==> src/rtl/pswallow_pkg.sv <==
package pswallow_pkg;
  parameter int unsigned PSW_M_W   = 10;
  parameter int unsigned PSW_S_W   = 5;
  parameter int unsigned PSW_M_MIN = 32;
endpackage

==> src/rtl/pswallow_operand.sv <==
module pswallow_operand #(
  parameter int unsigned M_W   = pswallow_pkg::PSW_M_W,
  parameter int unsigned S_W   = pswallow_pkg::PSW_S_W,
  parameter int unsigned M_MIN = pswallow_pkg::PSW_M_MIN
) (
  input  logic [M_W-1:0] m_raw,
  input  logic [S_W-1:0] s_raw,
  input  logic           narrow,
  output logic [M_W-1:0] m_eff,
  output logic [S_W-1:0] s_eff
);
  localparam logic [M_W-1:0] MIN_V = M_W'(M_MIN);

  logic [M_W-1:0] m_sel;

  // narrow mode drops the top bit of the main ratio
  always_comb begin
    m_sel = m_raw;
    if (narrow) m_sel[M_W-1] = 1'b0;
  end

  assign m_eff = (m_sel < MIN_V) ? MIN_V : m_sel;
  assign s_eff = s_raw;
endmodule

==> src/rtl/pswallow_modulus.sv <==
module pswallow_modulus #(
  parameter int unsigned S_W = pswallow_pkg::PSW_S_W
) (
  input  logic         clk,
  input  logic         rst,
  input  logic         high_mod,
  output logic         seg_end,
  output logic [S_W:0] seg_cnt
);
  localparam logic [S_W:0] LIM_LO = (S_W+1)'((1 << S_W) - 1);
  localparam logic [S_W:0] LIM_HI = (S_W+1)'(1 << S_W);

  assign seg_end = (seg_cnt == (high_mod ? LIM_HI : LIM_LO));

  always_ff @(posedge clk) begin
    if (rst)          seg_cnt <= '0;
    else if (seg_end) seg_cnt <= '0;
    else              seg_cnt <= seg_cnt + 1'b1;
  end

  AST_SEG_RANGE: assert property (@(posedge clk) disable iff (rst)
    seg_cnt <= LIM_HI);
  AST_SEG_HIGH_ONLY_SWALLOW: assert property (@(posedge clk) disable iff (rst)
    (seg_cnt == LIM_HI) |-> high_mod);
endmodule

==> src/rtl/pswallow_period.sv <==
module pswallow_period #(
  parameter int unsigned M_W = pswallow_pkg::PSW_M_W,
  parameter int unsigned S_W = pswallow_pkg::PSW_S_W
) (
  input  logic           clk,
  input  logic           rst,
  input  logic           seg_end,
  input  logic [M_W-1:0] m_eff,
  input  logic [S_W-1:0] s_eff,
  output logic           high_mod,
  output logic           last_cnt,
  output logic           pulse_q
);
  logic [M_W-1:0] main_left;
  logic [S_W-1:0] swal_left;

  assign high_mod = (swal_left != '0);
  assign last_cnt = seg_end && (main_left == M_W'(1));

  always_ff @(posedge clk) begin
    if (rst || last_cnt) begin
      main_left <= m_eff;
      swal_left <= s_eff;
    end else if (seg_end) begin
      main_left <= main_left - 1'b1;
      if (high_mod) swal_left <= swal_left - 1'b1;
    end
  end

  always_ff @(posedge clk) begin
    if (rst) pulse_q <= 1'b0;
    else     pulse_q <= last_cnt;
  end

  AST_MAIN_NONZERO: assert property (@(posedge clk) disable iff (rst)
    main_left != '0);
  AST_SWALLOW_FITS: assert property (@(posedge clk) disable iff (rst)
    M_W'(swal_left) < main_left);
  AST_PULSE_ONE_WIDE: assert property (@(posedge clk) disable iff (rst)
    pulse_q |=> !pulse_q);
endmodule

==> src/rtl/pswallow_divider.sv <==
module pswallow_divider #(
  parameter int unsigned M_W   = pswallow_pkg::PSW_M_W,
  parameter int unsigned S_W   = pswallow_pkg::PSW_S_W,
  parameter int unsigned M_MIN = pswallow_pkg::PSW_M_MIN
) (
  input  logic           clk,
  input  logic           rst,
  input  logic [M_W-1:0] div_m,
  input  logic [S_W-1:0] div_s,
  input  logic           narrow_mode,
  output logic           div_pulse
);
  logic [M_W-1:0] m_eff;
  logic [S_W-1:0] s_eff;
  logic           high_mod;
  logic           seg_end;
  logic [S_W:0]   seg_cnt;
  logic           last_cnt;

  pswallow_operand #(.M_W(M_W), .S_W(S_W), .M_MIN(M_MIN)) u_opnd (
    .m_raw(div_m), .s_raw(div_s), .narrow(narrow_mode),
    .m_eff(m_eff), .s_eff(s_eff)
  );

  pswallow_modulus #(.S_W(S_W)) u_mod (
    .clk(clk), .rst(rst), .high_mod(high_mod),
    .seg_end(seg_end), .seg_cnt(seg_cnt)
  );

  pswallow_period #(.M_W(M_W), .S_W(S_W)) u_per (
    .clk(clk), .rst(rst), .seg_end(seg_end), .m_eff(m_eff), .s_eff(s_eff),
    .high_mod(high_mod), .last_cnt(last_cnt), .pulse_q(div_pulse)
  );

  AST_PULSE_AT_RESTART: assert property (@(posedge clk) disable iff (rst)
    div_pulse |-> (seg_cnt == '0));
  AST_NO_PULSE_IN_RESET: assert property (@(posedge clk)
    $past(rst) |-> !div_pulse);
endmodule

==> config.mk <==
export PLATFORM = sky130hd
export DESIGN_NAME = pswallow_divider
export DESIGN_NICKNAME = d
export VERILOG_FILES = /design/src/rtl/pswallow_pkg.sv /design/src/rtl/pswallow_operand.sv /design/src/rtl/pswallow_modulus.sv /design/src/rtl/pswallow_period.sv /design/src/rtl/pswallow_divider.sv
export SDC_FILE = /design/constraint.sdc
export NUM_CORES = 1
export LEC_CHECK = 0
export BUFFER_PORTS_ARGS = -buffer_cell sky130_fd_sc_hd__buf_2
export CORE_MARGIN = 2
export CORE_UTILIZATION = 46
export DETAILED_ROUTE_END_ITERATION = 7
export GPL_TIMING_DRIVEN = 0
export HOLD_SLACK_MARGIN = 0.12
export PLACE_DENSITY = 0.72
export SETUP_SLACK_MARGIN = 0.1
export SLEW_MARGIN = 20
export SYNTH_ARGS = -nofsm -noshare
export SYNTH_HDL_FRONTEND = slang
export SYNTH_SLANG_ARGS = --single-unit
==> constraint.sdc <==
create_clock -name clk -period 3.1 [get_ports clk]
set_input_delay 0.155 -clock clk [delete_from_list [all_inputs] [get_ports clk]]
set_output_delay 0.155 -clock clk [all_outputs]
set_load 0.01 [all_outputs]
==> results of run 1 <==
-- layer usage --
| layer | track usage (%) | vias up | wire [um] |
|---|---|---|---|
| met1 | 19.2 | 399 | 1010 |
| met2 | 26.4 | 14 | 1020 |
| met5 | 0 | - | 0 |
| li1 | - | 441 | - |
| met3 | 4.42 | 2 | 77 |
| met4 | 5.10 | 0 | 16 |
-- area by class of cell --
cell class,count,area [um2]
fillers,230,1040
flip-flops and latches,22,591
inverters,6,22.5
clock buffers,3,22.5
repair buffers,23,140
well taps,30,37.5
plain buffers,2,16.3
clock inverters,1,30.0
multi-input cells,79,622
-- worst max-delay path: stages, from the launching register on --
cell and delay [ps]:
sky130_fd_sc_hd__dfxtp_1 360, sky130_fd_sc_hd__or4_4 540, sky130_fd_sc_hd__nor4b_2 250, sky130_fd_sc_hd__a21o_2 170, sky130_fd_sc_hd__or2_2 110, sky130_fd_sc_hd__buf_2 320, sky130_fd_sc_hd__a21boi_0 630
-- flip-flops by register name (all words and copies together), names as in the netlist --
signal           count
u_per.pulse_q        1
u_mod.seg_cnt        6
u_per.main_left     10
u_per.swal_left      5
-- what timing repair did --
item | in CTS | in global routing
endpoints found under the hold margin | 1 | 4
gates resized for setup | 0 | 0
hold buffers | 1 | 4
-- logic make-up after synthesis --
family / count (synthesis) / share of synthesized area [%]
simple gates: 39 / 18.1
flops: 22 / 47.2
mux: 14 / 12.2
xor+xnor: 13 / 9.10
compound gates: 8 / 5.30
buf+inv: 8 / 3.10
fa+ha+maj: 5 / 5.00
-- placed cells by master (no fill, tap or decap), drive strengths merged --
cell and count:
dlygate4sd3 5, dfxtp 7, nor3b 1, nand2b 1, a21o 1, buf 20, nor4b 2, o2bb2ai 1
o31ai 1, nor4 3, o21a 1, inv 6, xor2 6, or4b 1, nor3 3, a21boi 1
nor2 12, edfxtp 15, bufinv 1, mux2i 7, a21oi 3, clkbuf 3, or3 1, nand3 2
xnor2 7, ha 5, or4 2, nand2 10, mux2 7, or2 1
-- how the worst max path moves through the flow --
stage,endpoint,slack (ps),cells after the start
2_1_floorplan,u_per.swal_left[0],680,6
3_3_place_gp,u_per.swal_left[4],410,6
3_5_place_dp,u_per.swal_left[2],340,6
4_1_cts,u_per.swal_left[2],330,6
5_1_grt,u_per.swal_left[4],90,6
6_report,u_per.swal_left[2],380,6
-- metrics by stage --
step	hold slack [ps]	utilization (%)	power [uW]	cell area [um2]
floorplan	227	-	432	1250
global route	142	58.7	718	1480
detailed placement	408	54.7	461	1380
global placement	398	54.7	456	1380
finish	164	58.7	677	1480
CTS	129	57.1	682	1440
-- power groups by stage --
stage                     Clock [uW]  Sequential (uW)  Combinational [uW]
final                            219              363                94.9
after global routing             243              367                 108
after floorplan                    0              364                67.7
after CTS                        226              363                92.5
after detailed placement           0              370                91.3
after global placement             0              369                87.2
==> impl_results.md, run 1 <==
* Cell-internal power at 526 uW
* Layout Skew at 2.35 ps
* WHS Path Cells at 2
* Endpoint type of the worst setup path: flop
* Status: finished, final reports clean
* Vias per inst at 5.16
* Worst reg2reg endpoint: u_per.swal_left[2]
* Syn_area_per_cell at 11.5 um2
* Vert. Die Dim at 56.2 um
* Yosys top cell by area: sky130_fd_sc_hd__edfxtp_1
* Final hold violation count at 0
* Required time of the critical path at 3060 ps
* GR Overflow Total at 0
* Summed negative setup slack over all endpoints at 0 ps
* Max Fclk at 367 MHz
* Path type of the worst setup path: reg -> reg
* Maximum number of pins on one net before global-route repair at 18
* Count of max-cap constraint violations at 0
* Maximum level of the CTS H-tree at 1
* Number of buffers inserted by port buffering at 18
* Clk pin slew, worst setup/hold paths at 120 ps
* Endpoint arrival time on the critical path at 2680 ps
* Maximum count of clock buffers along a single path at 2
* WL/cell at 12.8 um
* Combinational power share at 14.0%
* Launch point of the worst hold path: div_m[7]
* Proportion of total power due to net switching at 22.4%
* Final Wtd Congestion at 0.786
* Root Buffer: sky130_fd_sc_hd__clkbuf_4
* Post-synthesis to final-layout area growth at 18.4%
* Part of the total power dissipated in the clock network at 32.3%
* Net switching power at 151 uW
* Number of antenna violations at the first check in global routing at 0
* Seq/Total Area, Yosys at 47.2%
* Worst vdd rail ir drop at 0.331 mV
* Wire length of the first global-routing pass at 3.86 mm
* Boundary pin count at 19
* CTS tree: yes
* Cell count after synthesis at 109
* Post-synthesis sequential element count at 22
* Leading post-synthesis cells by instance count: sky130_fd_sc_hd__edfxtp_1, sky130_fd_sc_hd__nor2_1, sky130_fd_sc_hd__nand2_1
* Kind of start point of the critical path: flop
* Number of global-route vias before repair at 879
* Top FF cell, synth: sky130_fd_sc_hd__edfxtp_1
* Starting density of the core at 49.6%
* Area of the mapped netlist at 1250 um2
* Start of the worst register-to-register path: u_mod.seg_cnt[3]
* Number of flops mapped to enable cells by yosys at 15
* Final Critical Period at 2720 ps
* Vias at 856
* Worst setup path start: u_mod.seg_cnt[3]
* Half-perimeter wire length after detailed placement at 1.68 mm
* All-Layer GR Usage at 15.7%
* Register-to-Register Path Depth at 6
* Synthesis warning total at 0
* Number of DRC violations after detailed routing at 0
* Number of buffers created by CTS at 3
* Placed cell count at 157
* Share of layout cells above drive strength 1 at 27.9%
* Share of the synthesized area in the top cell type at 36.0%
* Setup repair after global routing missed its margin: no
* Syn nets at 132
* Top-count cell post-synth: sky130_fd_sc_hd__edfxtp_1
* Die ar. at 3150 um2
* Relative slew slack at 52.7%
* Number of cells in the finished layout apart from fillers at 166
* Final slew viol count at 0
* Detailed-routing iteration count for the pre-antenna-repair pass at 4
* Final WL at 2.12 mm
* Fraction of the cycle the final worst path needs at 87.9%
* Setup slack of the critical path after layout at 375 ps
* Number of rows in the core area at 18
* Pwr dens at 457 nW/um2
* Final ANT Viol Nets at 0
* Setup-violating endpoint count in the final report at 0
* FFs w/ async S/R, synth at 0%
* Placeable core region at 2520 um2
* Insertion delay to the later sink of the worst-skew pair at 300 ps
* Static Leakage at 0.000613 uW
* Critical path fanouts, max at 17
* Sequential fraction of design power at 53.7%
* Cell types with the largest area share after synthesis: sky130_fd_sc_hd__edfxtp_1, sky130_fd_sc_hd__dfxtp_1, sky130_fd_sc_hd__mux2i_1
* Clock sink total at 22
* Placement Setup Slack at 336 ps
* Net count, final at 160
* Reg2Reg Setup Slack at 380 ps
* Slew at the pin with the worst max-slew slack at 704 ps
* Type of the most critical hold path: in -> reg
* Netlist cell types at 32
* Chip Width at 56.2 um
* First-iteration detailed-routing DRC count at 13
* Buffers inserted by post-CTS timing repair at 0
* Antenna diode count at 0
* End point of the worst hold path: u_per.main_left[7]
Note: power is estimated with default switching activity, not from simulation.
==> run 2, diff against run 1 <==
--- a/config.mk
+++ b/config.mk
@@ -11,7 +11,7 @@
 export DETAILED_ROUTE_END_ITERATION = 7
 export GPL_TIMING_DRIVEN = 0
 export HOLD_SLACK_MARGIN = 0.12
-export PLACE_DENSITY = 0.72
+export PLACE_DENSITY = 0.76
 export SETUP_SLACK_MARGIN = 0.1
 export SLEW_MARGIN = 20
 export SYNTH_ARGS = -nofsm -noshare
==> constraint.sdc (replaced) <==
create_clock -name clk -period 3.3 [get_ports clk]
set_input_delay 0.165 -clock clk [delete_from_list [all_inputs] [get_ports clk]]
set_output_delay 0.165 -clock clk [all_outputs]
set_load 0.01 [all_outputs]
==> impl_results.md, run 2 (same netlist as run 1, synthesis figures left out) <==
* Vert. Die Dim at 56.2 um (unchanged)
* Combinational power share at 15.0% (was 14.0%)
* Most common cell after layout, fill and taps aside: sky130_fd_sc_hd__buf_2 (unchanged)
* Type of the most critical hold path: in -> reg (unchanged)
* Number of rows in the core area at 18 (unchanged)
* Count of max-cap constraint violations at 0 (unchanged)
* Cell-internal power at 435 uW (was 526 uW)
* Critical Path, Cell by Cell: or4_4 -> nor4b_2 -> a21o_2 -> or2_2 -> buf_2 -> a21boi_0 (unchanged)
* Die ar. at 3150 um2 (unchanged)
* Top register by number of flip-flops: u_per.main_left (unchanged)
* First-iteration detailed-routing DRC count at 14 (was 13)
* Commonest cells after routing, fill and taps aside: sky130_fd_sc_hd__buf_2, sky130_fd_sc_hd__edfxtp_1, sky130_fd_sc_hd__nor2_1 (unchanged)
* Critical Path Max Stage Delay at 650 ps (was 630 ps)
* CTS tree: yes (unchanged)
* Critical path fanouts, max at 17 (unchanged)
* Net switching power at 139 uW (was 151 uW)
* Final WL at 2.10 mm (was 2.12 mm)
* Sequential fraction of design power at 59.5% (was 53.7%)
* Maximum number of pins on one net before global-route repair at 18 (unchanged)
* Root Buffer: sky130_fd_sc_hd__clkbuf_4 (unchanged)
* Reg2Reg Setup Slack at 590 ps (was 380 ps)
* Number of buffers inserted by port buffering at 18 (unchanged)
* Maximum level of the CTS H-tree at 1 (unchanged)
* Number of antenna violations at the first check in global routing at 0 (unchanged)
* Static Leakage at 0.000590 uW (was 0.000613 uW)
* All-Layer GR Usage at 14.5% (was 15.7%)
* Placeable core region at 2520 um2 (unchanged)
* Cell with the largest stage delay on the worst path: sky130_fd_sc_hd__a21boi_0 (unchanged)
* Number of global-route vias before repair at 882 (was 879)
* Cell family with the largest share of critical-path delay: simple AND/OR/NAND/NOR gates (unchanged)
* Vias per inst at 5.24 (was 5.16)
* Final ANT Viol Nets at 0 (unchanged)
* Layout Skew at 1.45 ps (was 2.35 ps)
* Gates resized, CTS repair at 0 (unchanged)
* Share of layout cells above drive strength 1 at 28.8% (was 27.9%)
* Path type of the worst setup path: reg -> reg (unchanged)
* Half-perimeter wire length after detailed placement at 1.64 mm (was 1.68 mm)
* Max Fclk at 369 MHz (was 367 MHz)
* Status: finished, final reports clean (unchanged)
* Wire length of the first global-routing pass at 3.63 mm (was 3.86 mm)
* Flip-flop count of the largest register after layout at 10 (unchanged)
* Required time of the critical path at 3250 ps (was 3060 ps)
* Relative slew slack at 50.7% (was 52.7%)
* Chip Width at 56.2 um (unchanged)
* Worst vdd rail ir drop at 0.308 mV (was 0.331 mV)
* Number of buffers created by CTS at 3 (unchanged)
* Number of DRC violations after detailed routing at 0 (unchanged)
* Largest regs: u_per.main_left x10, u_mod.seg_cnt x6, u_per.swal_left x5 (unchanged)
* Setup-violating endpoint count in the final report at 0 (unchanged)
* Endpoint type of the worst setup path: flop (unchanged)
* Logic depth of the worst path, buffers included at 6 (unchanged)
* Vias at 849 (was 856)
* Boundary pin count at 19 (unchanged)
* Maximum count of clock buffers along a single path at 2 (unchanged)
* Post-synthesis to final-layout area growth at 13.9% (was 18.4%)
* WHS Path Cells at 2 (unchanged)
* Number of cells in the finished layout apart from fillers at 162 (was 166)
* Proportion of total power due to net switching at 24.2% (was 22.4%)
* Antenna diode count at 0 (unchanged)
* Slew at the pin with the worst max-slew slack at 733 ps (was 704 ps)
* Insertion delay to the later sink of the worst-skew pair at 300 ps (about the same)
* Starting density of the core at 49.6% (unchanged)
* Endpoint arrival time on the critical path at 2660 ps (was 2680 ps)
* Pwr dens at 403 nW/um2 (was 457 nW/um2)
* Kind of start point of the critical path: flop (unchanged)
* Detailed-routing iteration count for the pre-antenna-repair pass at 3 (was 4)
* Final Wtd Congestion at 0.773 (was 0.786)
* Clk pin slew, worst setup/hold paths at 120 ps (about the same)
* Register-to-Register Path Depth at 6 (unchanged)
* Setup repair after global routing missed its margin: no (unchanged)
* Buffers plus inverters on the worst setup path at 1 (unchanged)
* Fraction of the cycle the final worst path needs at 82.1% (was 87.9%)
* Final slew viol count at 0 (unchanged)
* Part of the total power dissipated in the clock network at 25.6% (was 32.3%)
* WL/cell at 12.9 um (was 12.8 um)
* Placed cell count at 157 (unchanged)
* Summed negative setup slack over all endpoints at 0 ps (unchanged)
* Net count, final at 156 (was 160)
* Clock sink total at 22 (unchanged)
* Final hold violation count at 0 (unchanged)
* Final Critical Period at 2710 ps (was 2720 ps)
* GR Overflow Total at 0 (unchanged)
## run 2: worst register-to-register path, delay by kind of cell (launching register included)
kind            cells  cell delay [ps]
buf+inv             1              330
compound gates      2              820
simple gates        3              860
flops               1              360
## run 2: per-stage QoR
step           util, %  instance area [um2]  hold WS (ps)  setup WS [ps]  power [uW]
6_report          56.5                 1430           159            590         575
5_1_grt           56.5                 1430           150            398         603
4_1_cts           56.5                 1430           155            553         579
3_5_place_dp      54.7                 1380           408            570         434
3_3_place_gp      54.7                 1380           413            619         428
2_1_floorplan        -                 1250           237            878         406
## run 2: path summary, 6_finish.rpt
path,start,to
worst max-delay path,u_mod.seg_cnt[3],u_per.swal_left[3]
worst min-delay path,div_s[0],u_per.swal_left[0]
worst max register to register,u_mod.seg_cnt[3],u_per.swal_left[3]
worst min register to register,u_mod.seg_cnt[0],u_mod.seg_cnt[0]
## run 2: layout make-up
| type | count | area, um2 |
|---|---|---|
| Fill cell | 213 | 1100 |
| Tap cell | 30 | 37.5 |
| Inverter | 6 | 22.5 |
| Clock buffer | 4 | 36.3 |
| Timing Repair Buffer | 19 | 100 |
| Multi-Input combinational cell | 79 | 622 |
| Buffer | 2 | 16.3 |
| Sequential cell | 22 | 591 |
## run 2: routing by layer
layer / routed length (um) / part of all wire [%] / vias up / GRT usage [%]
met5: 0 / 0 / - / 0
met4: 15 / 0.72 / 0 / 5.78
met3: 67 / 3.2 / 2 / 3.26
met2: 1020 / 49 / 9 / 24.0
met1: 991 / 47 / 403 / 18.0
li1: - / - / 435 / -
## run 2: repair_timing
item,4_1_cts,5_1_grt
endpoints found under the setup margin,0,0
setup buffers,0,0
hold buffers,1,0
endpoints found under the hold margin,1,0
## run 2: power by group through the flow
stage	Sequential (uW)	Combinational (uW)	Clock, uW
floorplan	342	63.6	0
global placement	346	81.7	0
detailed placement	348	85.9	0
CTS	342	87.2	150
global route	345	97.6	160
finish	342	85.9	147
==> run 3, diff against run 2 <==
==> constraint.sdc (replaced) <==
create_clock -name clk -period 2.5 [get_ports clk]
set_input_delay 0.125 -clock clk [delete_from_list [all_inputs] [get_ports clk]]
set_output_delay 0.125 -clock clk [all_outputs]
set_load 0.01 [all_outputs]
==> impl_results.md, run 3 (same netlist as run 1, synthesis figures left out) <==
* Status: finished, final reports clean (unchanged)
* Final Wtd Congestion at 0.776 (was 0.773)
* Start of the worst register-to-register path: u_per.swal_left[0] (was u_mod.seg_cnt[3])
* Launch point of the worst hold path: div_s[3] (was div_s[0])
* Critical Path, Cell by Cell: inv_1 -> ha_1 -> nor4b_4 -> nor4b_2 -> a21o_2 -> or2_2 -> clkbuf_4 -> a21boi_4 (was or4_4 -> nor4b_2 -> a21o_2 -> or2_2 -> buf_2 -> a21boi_0)
* Reg2Reg Setup Slack at 240 ps (was 590 ps)
* Logic depth of the worst path, buffers included at 8 (was 6)
* CTS tree: yes (unchanged)
* Endpoint arrival time on the critical path at 2330 ps (was 2660 ps)
* Maximum level of the CTS H-tree at 1 (unchanged)
* Placeable core region at 2520 um2 (unchanged)
* Static Leakage at 0.000617 uW (was 0.000590 uW)
* Critical path fanouts, max at 17 (unchanged)
* WL/cell at 13.9 um (was 12.9 um)
* WHS Path Cells at 2 (unchanged)
* Count of max-cap constraint violations at 0 (unchanged)
* Detailed-routing iteration count for the pre-antenna-repair pass at 4 (was 3)
* Number of DRC violations after detailed routing at 0 (unchanged)
* Final WL at 2.32 mm (was 2.10 mm)
* Number of rows in the core area at 18 (unchanged)
* Number of antenna violations at the first check in global routing at 0 (unchanged)
* Final slew viol count at 0 (unchanged)
* Number of global-route vias before repair at 913 (was 882)
* Fraction of the cycle the final worst path needs at 90.5% (was 82.1%)
* Number of cells in the finished layout apart from fillers at 167 (was 162)
* Hold_ws at 139 ps (was 159 ps)
* Die ar. at 3150 um2 (unchanged)
* Commonest cells after routing, fill and taps aside: sky130_fd_sc_hd__buf_2, sky130_fd_sc_hd__edfxtp_1, sky130_fd_sc_hd__nor2_1 (unchanged)
* Top register by number of flip-flops: u_per.main_left (unchanged)
* Wire length of the first global-routing pass at 3.88 mm (was 3.63 mm)
* Register-to-Register Path Depth at 8 (was 6)
* Metal1 wirelength at 1.01 mm (was 991 um)
* Clock sink total at 22 (unchanged)
* Share of layout cells above drive strength 1 at 29.2% (was 28.8%)
* Slew at the pin with the worst max-slew slack at 356 ps (was 733 ps)
* Top Metal Used: met4 (unchanged)
* Pwr dens at 504 nW/um2 (was 403 nW/um2)
* Largest regs: u_per.main_left x10, u_mod.seg_cnt x6, u_per.swal_left x5 (unchanged)
* Detailed route wirelength on metal3 at 79 um (was 67 um)
* Final hold violation count at 0 (unchanged)
* Starting density of the core at 49.6% (unchanged)
* Net count, final at 161 (was 156)
* Half-perimeter wire length after detailed placement at 1.66 mm (was 1.64 mm)
* Buffers plus inverters on the worst setup path at 2 (was 1)
* Required time of the critical path at 2560 ps (was 3250 ps)
* Endpoint type of the worst setup path: flop (unchanged)
* Chip Width at 56.2 um (unchanged)
* Vias at 880 (was 849)
* Setup repair after global routing missed its margin: no (unchanged)
* Flip-flop count of the largest register after layout at 10 (unchanged)
* Maximum number of pins on one net before global-route repair at 18 (unchanged)
* Placed cell count at 157 (unchanged)
* Max Fclk at 442 MHz (was 369 MHz)
* GR Overflow Total at 0 (unchanged)
* Path type of the worst setup path: reg -> reg (unchanged)
* Vias per inst at 5.27 (was 5.24)
* Insertion delay to the later sink of the worst-skew pair at 300 ps (about the same)
* All-Layer GR Usage at 15.5% (was 14.5%)
* Setup-violating endpoint count in the final report at 0 (unchanged)
* Layout Skew at 5.95 ps (was 1.45 ps)
* Clk pin slew, worst setup/hold paths at 130 ps (was 120 ps)
* Critical Path Max Stage Delay at 410 ps (was 650 ps)
* Root Buffer: sky130_fd_sc_hd__clkbuf_4 (unchanged)
* Final ANT Viol Nets at 0 (unchanged)
* Number of buffers created by CTS at 3 (unchanged)
* Maximum count of clock buffers along a single path at 2 (unchanged)
* Worst setup path start: u_per.swal_left[0] (was u_mod.seg_cnt[3])
* Type of the most critical hold path: in -> reg (unchanged)
* Boundary pin count at 19 (unchanged)
* Cell with the largest stage delay on the worst path: sky130_fd_sc_hd__edfxtp_1 (was sky130_fd_sc_hd__a21boi_0)
* Most common cell after layout, fill and taps aside: sky130_fd_sc_hd__buf_2 (unchanged)
* Vert. Die Dim at 56.2 um (unchanged)
* Routed length on met2 at 1.20 mm (was 1.02 mm)
* Kind of start point of the critical path: flop (unchanged)
* First-iteration detailed-routing DRC count at 21 (was 14)
* Number of buffers inserted by port buffering at 18 (unchanged)
* Antenna diode count at 0 (unchanged)
* Cell family with the largest share of critical-path delay: simple AND/OR/NAND/NOR gates (unchanged)
* Final Critical Period at 2260 ps (was 2710 ps)
* Relative slew slack at 76.1% (was 50.7%)
* Post-synthesis to final-layout area growth at 18.5% (was 13.9%)
* Worst vdd rail ir drop at 0.281 mV (was 0.308 mV)
[run 3: cell count changes in the layout (fill, tap and decap cells not counted), sizes merged]
cell         change
buf              +1
clkbuf           +1
dlygate4sd3      +3
[run 3: layer usage]
| metal | track usage (%) | vias to the layer above |
|---|---|---|
| li1 | - | 441 |
| met1 | 19.2 | 413 |
| met2 | 27.6 | 20 |
| met3 | 2.09 | 6 |
| met4 | 5.10 | 0 |
| met5 | 0 | - |
[run 3: stage by stage]
step | utilization, % | setup slack, ps | power [uW] | setup TNS, ps | cell area [um2]
floorplan | - | 221 | 536 | 0 | 1250
global placement | 54.7 | -6.32 | 565 | -31.2 | 1380
detailed placement | 54.7 | -52.7 | 573 | -263 | 1380
CTS | 58.1 | 126 | 745 | 0 | 1470
global route | 58.8 | 118 | 781 | 0 | 1480
finish | 58.8 | 236 | 747 | 0 | 1480
[run 3: repair_timing]
| action | in CTS | in global routing |
|---|---|---|
| pin swaps | 0 | 1 |
| buffers inserted | 0 | 2 |
| endpoints found under the setup margin | 5 | 6 |
| endpoints found under the hold margin | 4 | 0 |
| resized for setup | 3 | 1 |
| hold buffers | 4 | 0 |
| gates cloned | 0 | 0 |
[run 3: worst register-to-register path, cell delays in order, from the launching register on]
cell                       delay, ps
sky130_fd_sc_hd__edfxtp_1        410
sky130_fd_sc_hd__inv_1           110
sky130_fd_sc_hd__ha_1            150
sky130_fd_sc_hd__nor4b_4         310
sky130_fd_sc_hd__nor4b_2          90
sky130_fd_sc_hd__a21o_2          230
sky130_fd_sc_hd__or2_2           270
sky130_fd_sc_hd__clkbuf_4        240
sky130_fd_sc_hd__a21boi_4        200
[run 3: final cells by class]
class                           count  area [um2]
Timing Repair Buffer               24         145
Sequential cell                    22         591
Clock buffer                        4        26.3
Tap cell                           30        37.5
Buffer                              2        18.8
Multi-Input combinational cell     79         642
Inverter                            6        22.5
Fill cell                         223        1040
[run 3: worst paths after layout]
kind / to
min: u_per.swal_left[3]
min reg2reg: u_mod.seg_cnt[0]
max: u_per.swal_left[4]
max reg2reg: u_per.swal_left[4]
[run 3: report_power, final]
| group | total [uW] | switching [uW] | internal, uW |
|---|---|---|---|
| Combinational | 125 | 55.3 | 70.2 |
| Sequential | 452 | 28.8 | 423 |
| Clock | 170 | 108 | 62.2 |
| Total | 747 | 192 | 556 |
